<file path="config.mk">
export PLATFORM = sky130hd
export DESIGN_NAME = step_spread_gen
export DESIGN_NICKNAME = d
export VERILOG_FILES = /design/src/rtl/sg_pkg.sv /design/src/rtl/sg_lane.sv /design/src/rtl/sg_ring_wr.sv /design/src/rtl/step_spread_gen.sv
export SDC_FILE = /design/constraint.sdc
export NUM_CORES = 1
export LEC_CHECK = 0
export CORE_MARGIN = 2
export CORE_UTILIZATION = 40
export DETAILED_ROUTE_END_ITERATION = 16
export SYNTH_ARGS = -nofsm -noshare
export SYNTH_HDL_FRONTEND = slang
export SYNTH_HIERARCHICAL = 1
export SYNTH_SLANG_ARGS = --single-unit
</file>
<file path="constraint.sdc">
create_clock -name clk -period 4.9 [get_ports clk]
set_input_delay 0.735 -clock clk [delete_from_list [all_inputs] [get_ports clk]]
set_output_delay 0.735 -clock clk [all_outputs]
set_load 0.01 [all_outputs]
</file>
<file path="src/rtl/sg_pkg.sv">
// Shared defaults for the even-spread step generator.
// Assumes: consumers take these only as parameter defaults.
package sg_pkg;
    localparam int DEF_NCH   = 4;    // number of independent channels
    localparam int DEF_XW    = 16;   // width of X and Y
    localparam int DEF_DEPTH = 256;  // ring buffer depth in entries
endpackage

</file>
<file path="src/rtl/sg_lane.sv">
// One channel: doubled-integer accumulator spreading Y steps over X ticks.
// Assumes: ld_x/ld_y are sampled only when load is high; tick is a one-cycle
// enable per period. Outputs are registered (one cycle after the tick).
module sg_lane #(
    parameter int XW = 16
) (
    input  logic          clk,
    input  logic          rst_n,
    input  logic          load,
    input  logic [XW-1:0] ld_x,
    input  logic [XW-1:0] ld_y,
    input  logic          tick,
    output logic          step,
    output logic          frame_done,
    output logic          err
);
    localparam int AW = XW + 1;   // holds 2X
    localparam int SW = XW + 2;   // holds acc + 2Y

    logic [AW-1:0] x2_q, y2_q, acc_q;
    logic [XW-1:0] cnt_q;
    logic          step_q, done_q, err_q;

    logic [SW-1:0] sum;
    logic          hit, last, running, bad_ld;
    logic [AW-1:0] acc_nxt;

    // Next-accumulator arithmetic for one tick.
    always_comb begin
        sum     = {1'b0, acc_q} + {1'b0, y2_q};
        hit     = sum >= {1'b0, x2_q};
        acc_nxt = hit ? AW'(sum - {1'b0, x2_q}) : AW'(sum);
        last    = cnt_q == XW'(x2_q[XW:1] - 1'b1);
        running = x2_q != '0;
        bad_ld  = ld_y > ld_x;
    end

    // Load handling, tick stepping and frame reseed.
    always_ff @(posedge clk) begin
        if (!rst_n) begin
            x2_q   <= '0;
            y2_q   <= '0;
            acc_q  <= '0;
            cnt_q  <= '0;
            step_q <= 1'b0;
            done_q <= 1'b0;
            err_q  <= 1'b0;
        end else begin
            step_q <= 1'b0;
            done_q <= 1'b0;
            if (load) begin
                if (bad_ld) begin
                    err_q <= 1'b1;
                end else begin
                    x2_q  <= {ld_x, 1'b0};
                    y2_q  <= {ld_y, 1'b0};
                    acc_q <= {1'b0, ld_x};
                    cnt_q <= '0;
                    err_q <= 1'b0;
                end
            end else if (tick && running) begin
                step_q <= hit;
                if (last) begin
                    acc_q  <= {1'b0, x2_q[XW:1]};
                    cnt_q  <= '0;
                    done_q <= 1'b1;
                end else begin
                    acc_q <= acc_nxt;
                    cnt_q <= cnt_q + 1'b1;
                end
            end
        end
    end

    assign step       = step_q;
    assign frame_done = done_q;
    assign err        = err_q;

    // accepted load seeds the channel at X with a fresh frame count
    p_seed_r1: assert property (@(posedge clk) disable iff (!rst_n)
        (load && !bad_ld) |=> (acc_q == {1'b0, $past(ld_x)} && cnt_q == '0 && !err_q && !step_q));
    // accumulator always below 2X while running
    p_acc_range_r2: assert property (@(posedge clk) disable iff (!rst_n)
        running |-> (acc_q < x2_q));
    // frame position stays inside the frame
    p_cnt_range_r3: assert property (@(posedge clk) disable iff (!rst_n)
        running |-> (cnt_q < x2_q[XW:1]));
    // rejected load leaves the pattern untouched and flags an error
    p_reject_keep_r5: assert property (@(posedge clk) disable iff (!rst_n)
        (load && bad_ld) |=> ($stable(x2_q) && $stable(y2_q) && err_q));
    // idle channel stays quiet
    p_idle_quiet_r6: assert property (@(posedge clk) disable iff (!rst_n)
        (!running && !load) |=> (!step_q && !done_q));
    // flags only follow a tick without a load
    p_flag_after_tick_r7: assert property (@(posedge clk) disable iff (!rst_n)
        (step_q || done_q) |-> $past(tick && !load));
endmodule

</file>
<file path="src/rtl/sg_ring_wr.sv">
// Write side of the step ring buffer: strobe and wrapping slot address.
// Assumes: one entry per tick; the entry data is the step vector, which
// becomes valid in the same cycle as the strobe.
module sg_ring_wr #(
    parameter int DEPTH = 256
) (
    input  logic                     clk,
    input  logic                     rst_n,
    input  logic                     tick,
    output logic                     we,
    output logic [$clog2(DEPTH)-1:0] addr
);
    localparam int AW = $clog2(DEPTH);

    logic [AW-1:0] ptr_q, addr_q;
    logic          we_q;

    // Advance the slot pointer once per tick and present the used slot.
    always_ff @(posedge clk) begin
        if (!rst_n) begin
            ptr_q  <= '0;
            addr_q <= '0;
            we_q   <= 1'b0;
        end else begin
            we_q <= tick;
            if (tick) begin
                addr_q <= ptr_q;
                ptr_q  <= (ptr_q == AW'(DEPTH - 1)) ? '0 : ptr_q + 1'b1;
            end
        end
    end

    assign we   = we_q;
    assign addr = addr_q;

    // strobe follows the tick by one cycle
    p_we_follow_r8: assert property (@(posedge clk) disable iff (!rst_n)
        tick |=> we_q);
    p_we_quiet_r8: assert property (@(posedge clk) disable iff (!rst_n)
        !tick |=> !we_q);
    // the pointer has moved one slot past the written address
    p_addr_slot_r8: assert property (@(posedge clk) disable iff (!rst_n)
        we_q |-> (ptr_q == ((addr_q == AW'(DEPTH - 1)) ? '0 : AW'(addr_q + 1'b1))));
endmodule

</file>
<file path="src/rtl/step_spread_gen.sv">
// Top: NCH independent even-spread step channels sharing one tick, plus the
// ring buffer write side. Assumes the external buffer stores 'step' at
// buf_addr whenever buf_we is high.
module step_spread_gen #(
    parameter int NCH   = sg_pkg::DEF_NCH,
    parameter int XW    = sg_pkg::DEF_XW,
    parameter int DEPTH = sg_pkg::DEF_DEPTH
) (
    input  logic                     clk,
    input  logic                     rst_n,
    input  logic                     tick,
    input  logic [NCH-1:0]           load,
    input  logic [NCH*XW-1:0]        ld_x,
    input  logic [NCH*XW-1:0]        ld_y,
    output logic [NCH-1:0]           step,
    output logic [NCH-1:0]           frame_done,
    output logic [NCH-1:0]           err,
    output logic                     buf_we,
    output logic [$clog2(DEPTH)-1:0] buf_addr
);
    // One lane per channel.
    for (genvar c = 0; c < NCH; c++) begin : g_lane
        sg_lane #(.XW(XW)) u_lane (
            .clk        (clk),
            .rst_n      (rst_n),
            .load       (load[c]),
            .ld_x       (ld_x[c*XW +: XW]),
            .ld_y       (ld_y[c*XW +: XW]),
            .tick       (tick),
            .step       (step[c]),
            .frame_done (frame_done[c]),
            .err        (err[c])
        );
    end

    // Ring slot generation.
    sg_ring_wr #(.DEPTH(DEPTH)) u_ring (
        .clk   (clk),
        .rst_n (rst_n),
        .tick  (tick),
        .we    (buf_we),
        .addr  (buf_addr)
    );
endmodule

</file>
======== Yosys cells after proc, flatten, opt, wreduce, memory -nomap -nowiden ========
Cells that the tools add are included.
word-level totals
  register bits after elaboration ......... 289
  bits in latches ......................... 0
  memory bits (writable) .................. 0
  memory bits (read-only) ................. 0
  input port bits ......................... 135
  word-level logic and storage cells ...... 143
  memories kept ........................... 0
operators by class
  add/subtract/negate cells ............... 17
  multipliers ............................. 0
  div/mod/pow operators ................... 0
  $lt $le $gt $ge ......................... 8
  equal/unequal tests ..................... 9
  shift operators ......................... 0
  mux-type cells .......................... 45
  bitwise logic cells ..................... 9
  reduce and logical (&&, ||, !) cells .... 24
operators with widths
  kind                                                 number
  two-way mux 17 bit                                   20
  two-way mux 16 bit                                   16
  adder 17 x 17 -> 18 bit                              4
  >= comparator 18 x 17 -> 1 bit                       4
  nonzero test 17 bit                                  4
  subtractor 17 bit                                    4
  adder 16 x 1 -> 16 bit (second input constant)       4
  equality test 16 bit                                 4
  greater-than comparator 16 bit                       4
  subtractor 16 x 1 -> 16 bit (second input constant)  4
  AND reduction 2 bit                                  8
  OR reduction 3 bit                                   4
  NOT 1 bit                                            9
  adder 8 x 1 -> 8 bit (second input constant)         1
  equality test 8 bit (second input constant)          1
  two-way mux 1 bit                                    8
  two-way mux 8 bit                                    1
  != test 2 bit (second input constant)                4
  nonzero test 2 bit                                   4
  logical AND 1 bit                                    4

======== Longest topological paths before layout ========
  depth in word-level cells ............... 6
  depth in mapped cells ................... 19

======== Cells and area by module ========
The synthesis kept the hierarchy.
modules (own cells, without submodules)
  module                           times used  cells an instance  area each (um^2)  sequential area each (um^2)
  sg_lane at g_lane[1].u_lane ...  2           691                5499.0            1361.3
  sg_lane at g_lane[3].u_lane      1           723                5611.6            1361.3
  sg_lane at g_lane[0].u_lane      1           694                5420.2            1361.3
  sg_ring_wr                       1           68                 659.4             340.3

======== Least setup slack after synthesis ========
No wires, ideal clock.
  path type ............................... register -> register
  start ................................... register g_lane[0].u_lane.y2_q[1]
  end ..................................... register g_lane[0].u_lane.acc_q[7]
  library setup time ...................... 0.134 ns
  arrival ................................. 4.441 ns
  required time ........................... 4.766 ns
  path slack .............................. 0.326 ns
  cell stages (with the launch flop) ...... 19
  path buffers ............................ 1
  cells stage by stage .................... dfxtp_1 > ha_1 > fa_1 > a211oi_1 > o21ai_1 > o31ai_1 > o21a_1 > o21ai_0 > xor2_1 > ha_1 > a21o_1 > a211o_1 > or3b_1 > o31ai_1 > o211a_1 > buf_4 > mux2_2 > a222oi_1 > o22ai_1
between the ends
  word-level cells in the longest chain between the ends .. 6
ends and longest elaborated chain
  item                                                                 RTL line                      RTL
  start, declared                                                      sg_lane.sv:20                 logic [AW-1:0] x2_q, y2_q, acc_q;
  start signal, assigned                                               sg_lane.sv:56                 y2_q <= {ld_y, 1'b0};
  adder 17 x 17 -> 18 bit *                                            sg_lane.sv:30                 sum = {1'b0, acc_q} + {1'b0, y2_q};
  subtractor 17 bit or >= comparator 18 x 17 -> 1 bit (tied branches)  sg_lane.sv:32, sg_lane.sv:31
  two-way mux 17 bit *                                                 sg_lane.sv:32                 acc_nxt = hit ? AW'(sum - {1'b0, x2_q}) : AW'(sum);
  two-way mux 17 bit *                                                 sg_lane.sv:63                 if (last) begin
  two-way mux 17 bit *                                                 sg_lane.sv:61                 end else if (tick && running) begin
  two-way mux 17 bit *                                                 sg_lane.sv:51                 if (load) begin
  end signal, assigned                                                 sg_lane.sv:57                 acc_q <= {1'b0, ld_x};
  end signal, assigned                                                 sg_lane.sv:64                 acc_q <= {1'b0, x2_q[XW:1]};
  end signal, assigned                                                 sg_lane.sv:68                 acc_q <= acc_nxt;
  end, declared                                                        sg_lane.sv:20
Every way passes the cells marked *; elsewhere a longest branch is shown, timed or not. The select of a mux whose other input is x is not followed.
A chain may end at the register's enable or synchronous reset.

======== Worst setup path in the final report ========
  start ................................... register g_lane[0].u_lane.y2_q[3]
  end ..................................... register g_lane[0].u_lane.acc_q[5]
The elaborated chain is that of the path after synthesis.

==> run_results.csv <==
group,metric,value,unit
finish,syn_to_final_growth,16.60,%
critical_path,cp-end-kind,"register",
critical_path,critPathMostFrequentCell,"ha_1",
critical_path,cp_slowest_cell,"ha_1",
yosys,synth.area.top_cells,"dfxtp_1 (25%), ha_1 (11%), a21oi_1 (5.4%)",
yosys,synth_enable_flop_cells,0,
finish,layout.cells.non_filler,3777,
global_route,gr-usage-all-layers,0.2421,
clock_network,insertion_delay,0.56,ns
global_route,grt_pass1_vias,21260,
critical_path,cp_cell_sequence,"ha_1 -> o21ai_0 -> o21a_1 -> nor3_1 -> nand3_1 -> a211oi_1 -> xor2_1 -> ha_1 -> a21o_1 -> a211o_1 -> or3b_1 -> o31ai_2 -> o211a_4 -> mux2_2 -> a222oi_1 -> o22ai_1",
global_route,grt_pass1_wl,116100,um
finish,final_area,26460,um^2
route,first_pass_iters,5,
finish,multi_input_area,15720,um^2
yosys,ys.flop_type,"dfxtp_1",
sta,setup_violations,0,
yosys,ys_ff_latch,289,
clock_network,cts_max_level,2,
pwr,p_leak,10.82,nW
route,wl_per_cell,19.33,um
hold_path,hp-class,"register to register",
finish,drive_above_1_share,0.07415,
critical_path,reg2reg_depth,16,
die,dieArea,58640,um^2
route,drtIter0Drc,1787,
sta,hold_viol,0,
global_route,grt_max_degree,43,
critical_path,crit_arrival,5.06,ns
clock_network,cts.clk_slew.worst_paths,0.06,ns
critical_path,crit_path_start_kind,"register",
placed_design,dpl.cell_count,3705,
critical_path,r2r_setup_slack,0.26,ns
die,core,56280,um^2
finish,post-route-util,0.4701,
critical_path,crit_fanout,8,
yosys,syn_area,22690,um^2
finish,most-common-layout-cells,"dfxtp_1 (289), nand2_1 (281), nor2_1 (255)",
critical_path,r2r_start,"g_lane[0].u_lane/y2_q[3]$_SDFFE_PN0P_",
sta,skew,0.01674,ns
clock_network,root_buffer,"clkbuf_16",
finish,layout_commonest_cell,"dfxtp_1",
route,ant_nets,0,
placed_design,place_area,25050,um^2
sta,period_share,0.9470,
placed_design,gp_routability_congestion,0.9621,
sta,slew-limit-headroom,0.1957,
finish,fill_cells,5552,
placed_design,numPortBuffers,155,
critical_path,cp_top_family,"compound AO/OA/AOI/OAI gates",
yosys,ys_async_sr_fraction,0,
route,wl,72990,um
critical_path,cp.required,5.32,ns
clock_network,cts_tree,"built",
pwr,power.density,404.9,nW/um^2
critical_path,cpPeakStageDelay,0.40,ns
global_route,grt_overflow,0,
placed_design,place_ws,0.06145,ns
yosys,ys_seq_area_frac,0.2550,
die,boundaryPins,156,
status,outcome,"completed",
clock_network,cts_buffers,37,
die,die_h,242.2,um
yosys,netlist_instances,2867,
die,start_util,0.4032,
critical_path,r2r_end,"g_lane[0].u_lane/acc_q[5]$_SDFFE_PN0P_",
critical_path,timing_worst_setup_path_type,"register to register",
yosys,yosysWarnings,6,
clock_network,cts.sinks,289,
hold_path,worstHoldStart,"g_lane[3].u_lane/acc_q[16]$_SDFFE_PN0P_",
critical_path,crit_buf_inv,0,
route,drc,0,
sta,worstMarginPinSlew,1.190,ns
finish,final-seq-area,5786,um^2
die,rows,87,
pwr,max-vdd-ir-drop,0.3100,mV
sta,slew_viol_final,0,
yosys,yosys.area.top_type,"dfxtp_1",
finish,layout.nets,3340,
clock_network,cts_buffer_depth,3,
hold_path,worst_hold_path.num_cells,2,
yosys,yosysUniqueCellTypes,101,
global_route,antenna_found_initial,0,
finish,diodes,0,
route,via_per_inst,5.819,
yosys,synth_fp_nets,3215,
yosys,synth_top_cell_area_share,0.2550,
placed_design,dp_hpwl,55700,um
yosys,syn_avg_cell_area,7.914,um^2
sta,finalSetupTns,0,ns
sta,setup_slack,0.2598,ns
die,dieWidth,242.2,um
sta,min_period,4.640,ns
sta,maxClockFrequency,0.2155,GHz
job,drv_cap,0,
hold_path,whs_endpoint,"g_lane[3].u_lane/acc_q[16]$_SDFFE_PN0P_",
route,vias,21980,
## how the worst max path moves through the flow
stage | startpoint | end | cells after the start
after global routing | g_lane[0].u_lane/y2_q[1]$_SDFFE_PN0P_ | g_lane[0].u_lane/acc_q[5]$_SDFFE_PN0P_ | 17
after global placement | g_lane[0].u_lane/y2_q[1]$_SDFFE_PN0P_ | g_lane[0].u_lane/acc_q[3]$_SDFFE_PN0P_ | 18
after CTS | g_lane[0].u_lane/y2_q[1]$_SDFFE_PN0P_ | g_lane[0].u_lane/acc_q[5]$_SDFFE_PN0P_ | 17
after floorplan | g_lane[0].u_lane/y2_q[1]$_SDFFE_PN0P_ | g_lane[0].u_lane/acc_q[7]$_SDFFE_PN0P_ | 18
after detailed placement | g_lane[0].u_lane/y2_q[1]$_SDFFE_PN0P_ | g_lane[0].u_lane/acc_q[5]$_SDFFE_PN0P_ | 17
final | g_lane[0].u_lane/y2_q[3]$_SDFFE_PN0P_ | g_lane[0].u_lane/acc_q[5]$_SDFFE_PN0P_ | 16
## synthesized netlist by cell type, types with 13 or more instances
master      n
dfxtp_1   289
nand2_1   281
nor2_1    256
a21oi_1   247
ha_1      205
inv_1     167
xnor2_1   122
nand3_1   119
xor2_1    111
clkbuf_1   77
mux2i_1    72
nor3_1     71
o21ai_0    68
nand4_1    61
o211ai_1   60
a21o_1     52
and3_1     47
buf_2      40
a211oi_1   37
a31oi_1    36
o21a_1     28
mux2_2     23
nor4_1     18
o21ai_1    18
or4_1      16
or3_1      15
nor2b_1    14
a22oi_1    13
and2_1     13
nor4b_1    13
o21bai_1   13
## tightest hold or removal path, stage by stage, from the launching register on
cell and delay (ns):
dfxtp_1 0.31, nand2_1 0.05, a21oi_1 0.05
## cell type report
type | instances | share of cell area
Clock inverter | 16 | 0.008844
Sequential cell | 289 | 0.2187
Multi-Input combinational cell | 2272 | 0.5940
Inverter | 172 | 0.02440
Timing Repair Buffer | 220 | 0.07690
Tap cell | 756 | 0.03575
Clock buffer | 52 | 0.04138
## metrics by stage
stage | hold slack, ns | total power, mW
final | 0.4575 | 10.71
after global routing | 0.4778 | 11.37
after CTS | 0.4623 | 10.64
after detailed placement | 0.4538 | 7.559
after global placement | 0.4451 | 7.500
after floorplan | 0.4356 | 6.378
## metal layers
layer  part of all wire  routed length, um  GRT usage
met4              0.028               2032    0.07498
met2               0.46              33750     0.4014
met1               0.45              33050     0.3237
met3              0.057               4166    0.03611
met5                  0                  0          0
## sequential cells by signal (all words and copies together) (netlist names)
signal and cells:
u_ring/we 1, g_lane.u_lane/y2_q 64, g_lane.u_lane/x2_q 64, g_lane.u_lane/cnt_q 64
g_lane.u_lane/err 4, g_lane.u_lane/step 4, u_ring/addr 8, g_lane.u_lane/frame_done 4
g_lane.u_lane/acc_q 68, u_ring/ptr_q 8
## repair_timing
action / in CTS / in global routing
hold buffers: 0 / 0
endpoints found under the setup margin: 0 / 32
buffers inserted: 0 / 4
gates resized for setup: 0 / 15
## cells by family (layout without fill, tap and decap cells)
group	Yosys count	after routing	share of synthesized area
fa+ha+maj	213	213	0.1201
mux	95	95	0.04318
compound gates	728	728	0.2163
simple gates	1003	1003	0.2201
xor+xnor	233	233	0.08994
flops	289	289	0.2550
buf+inv	306	460	0.05536
## where the power goes
part	switching [mW]	leakage (nW)	internal, mW
clock network	1.14	0.663	1.87
logic	2.76	7.79	2.21
registers	0.193	2.36	2.54
total	4.09	10.8	6.62
(Power assumes the default switching activity.)
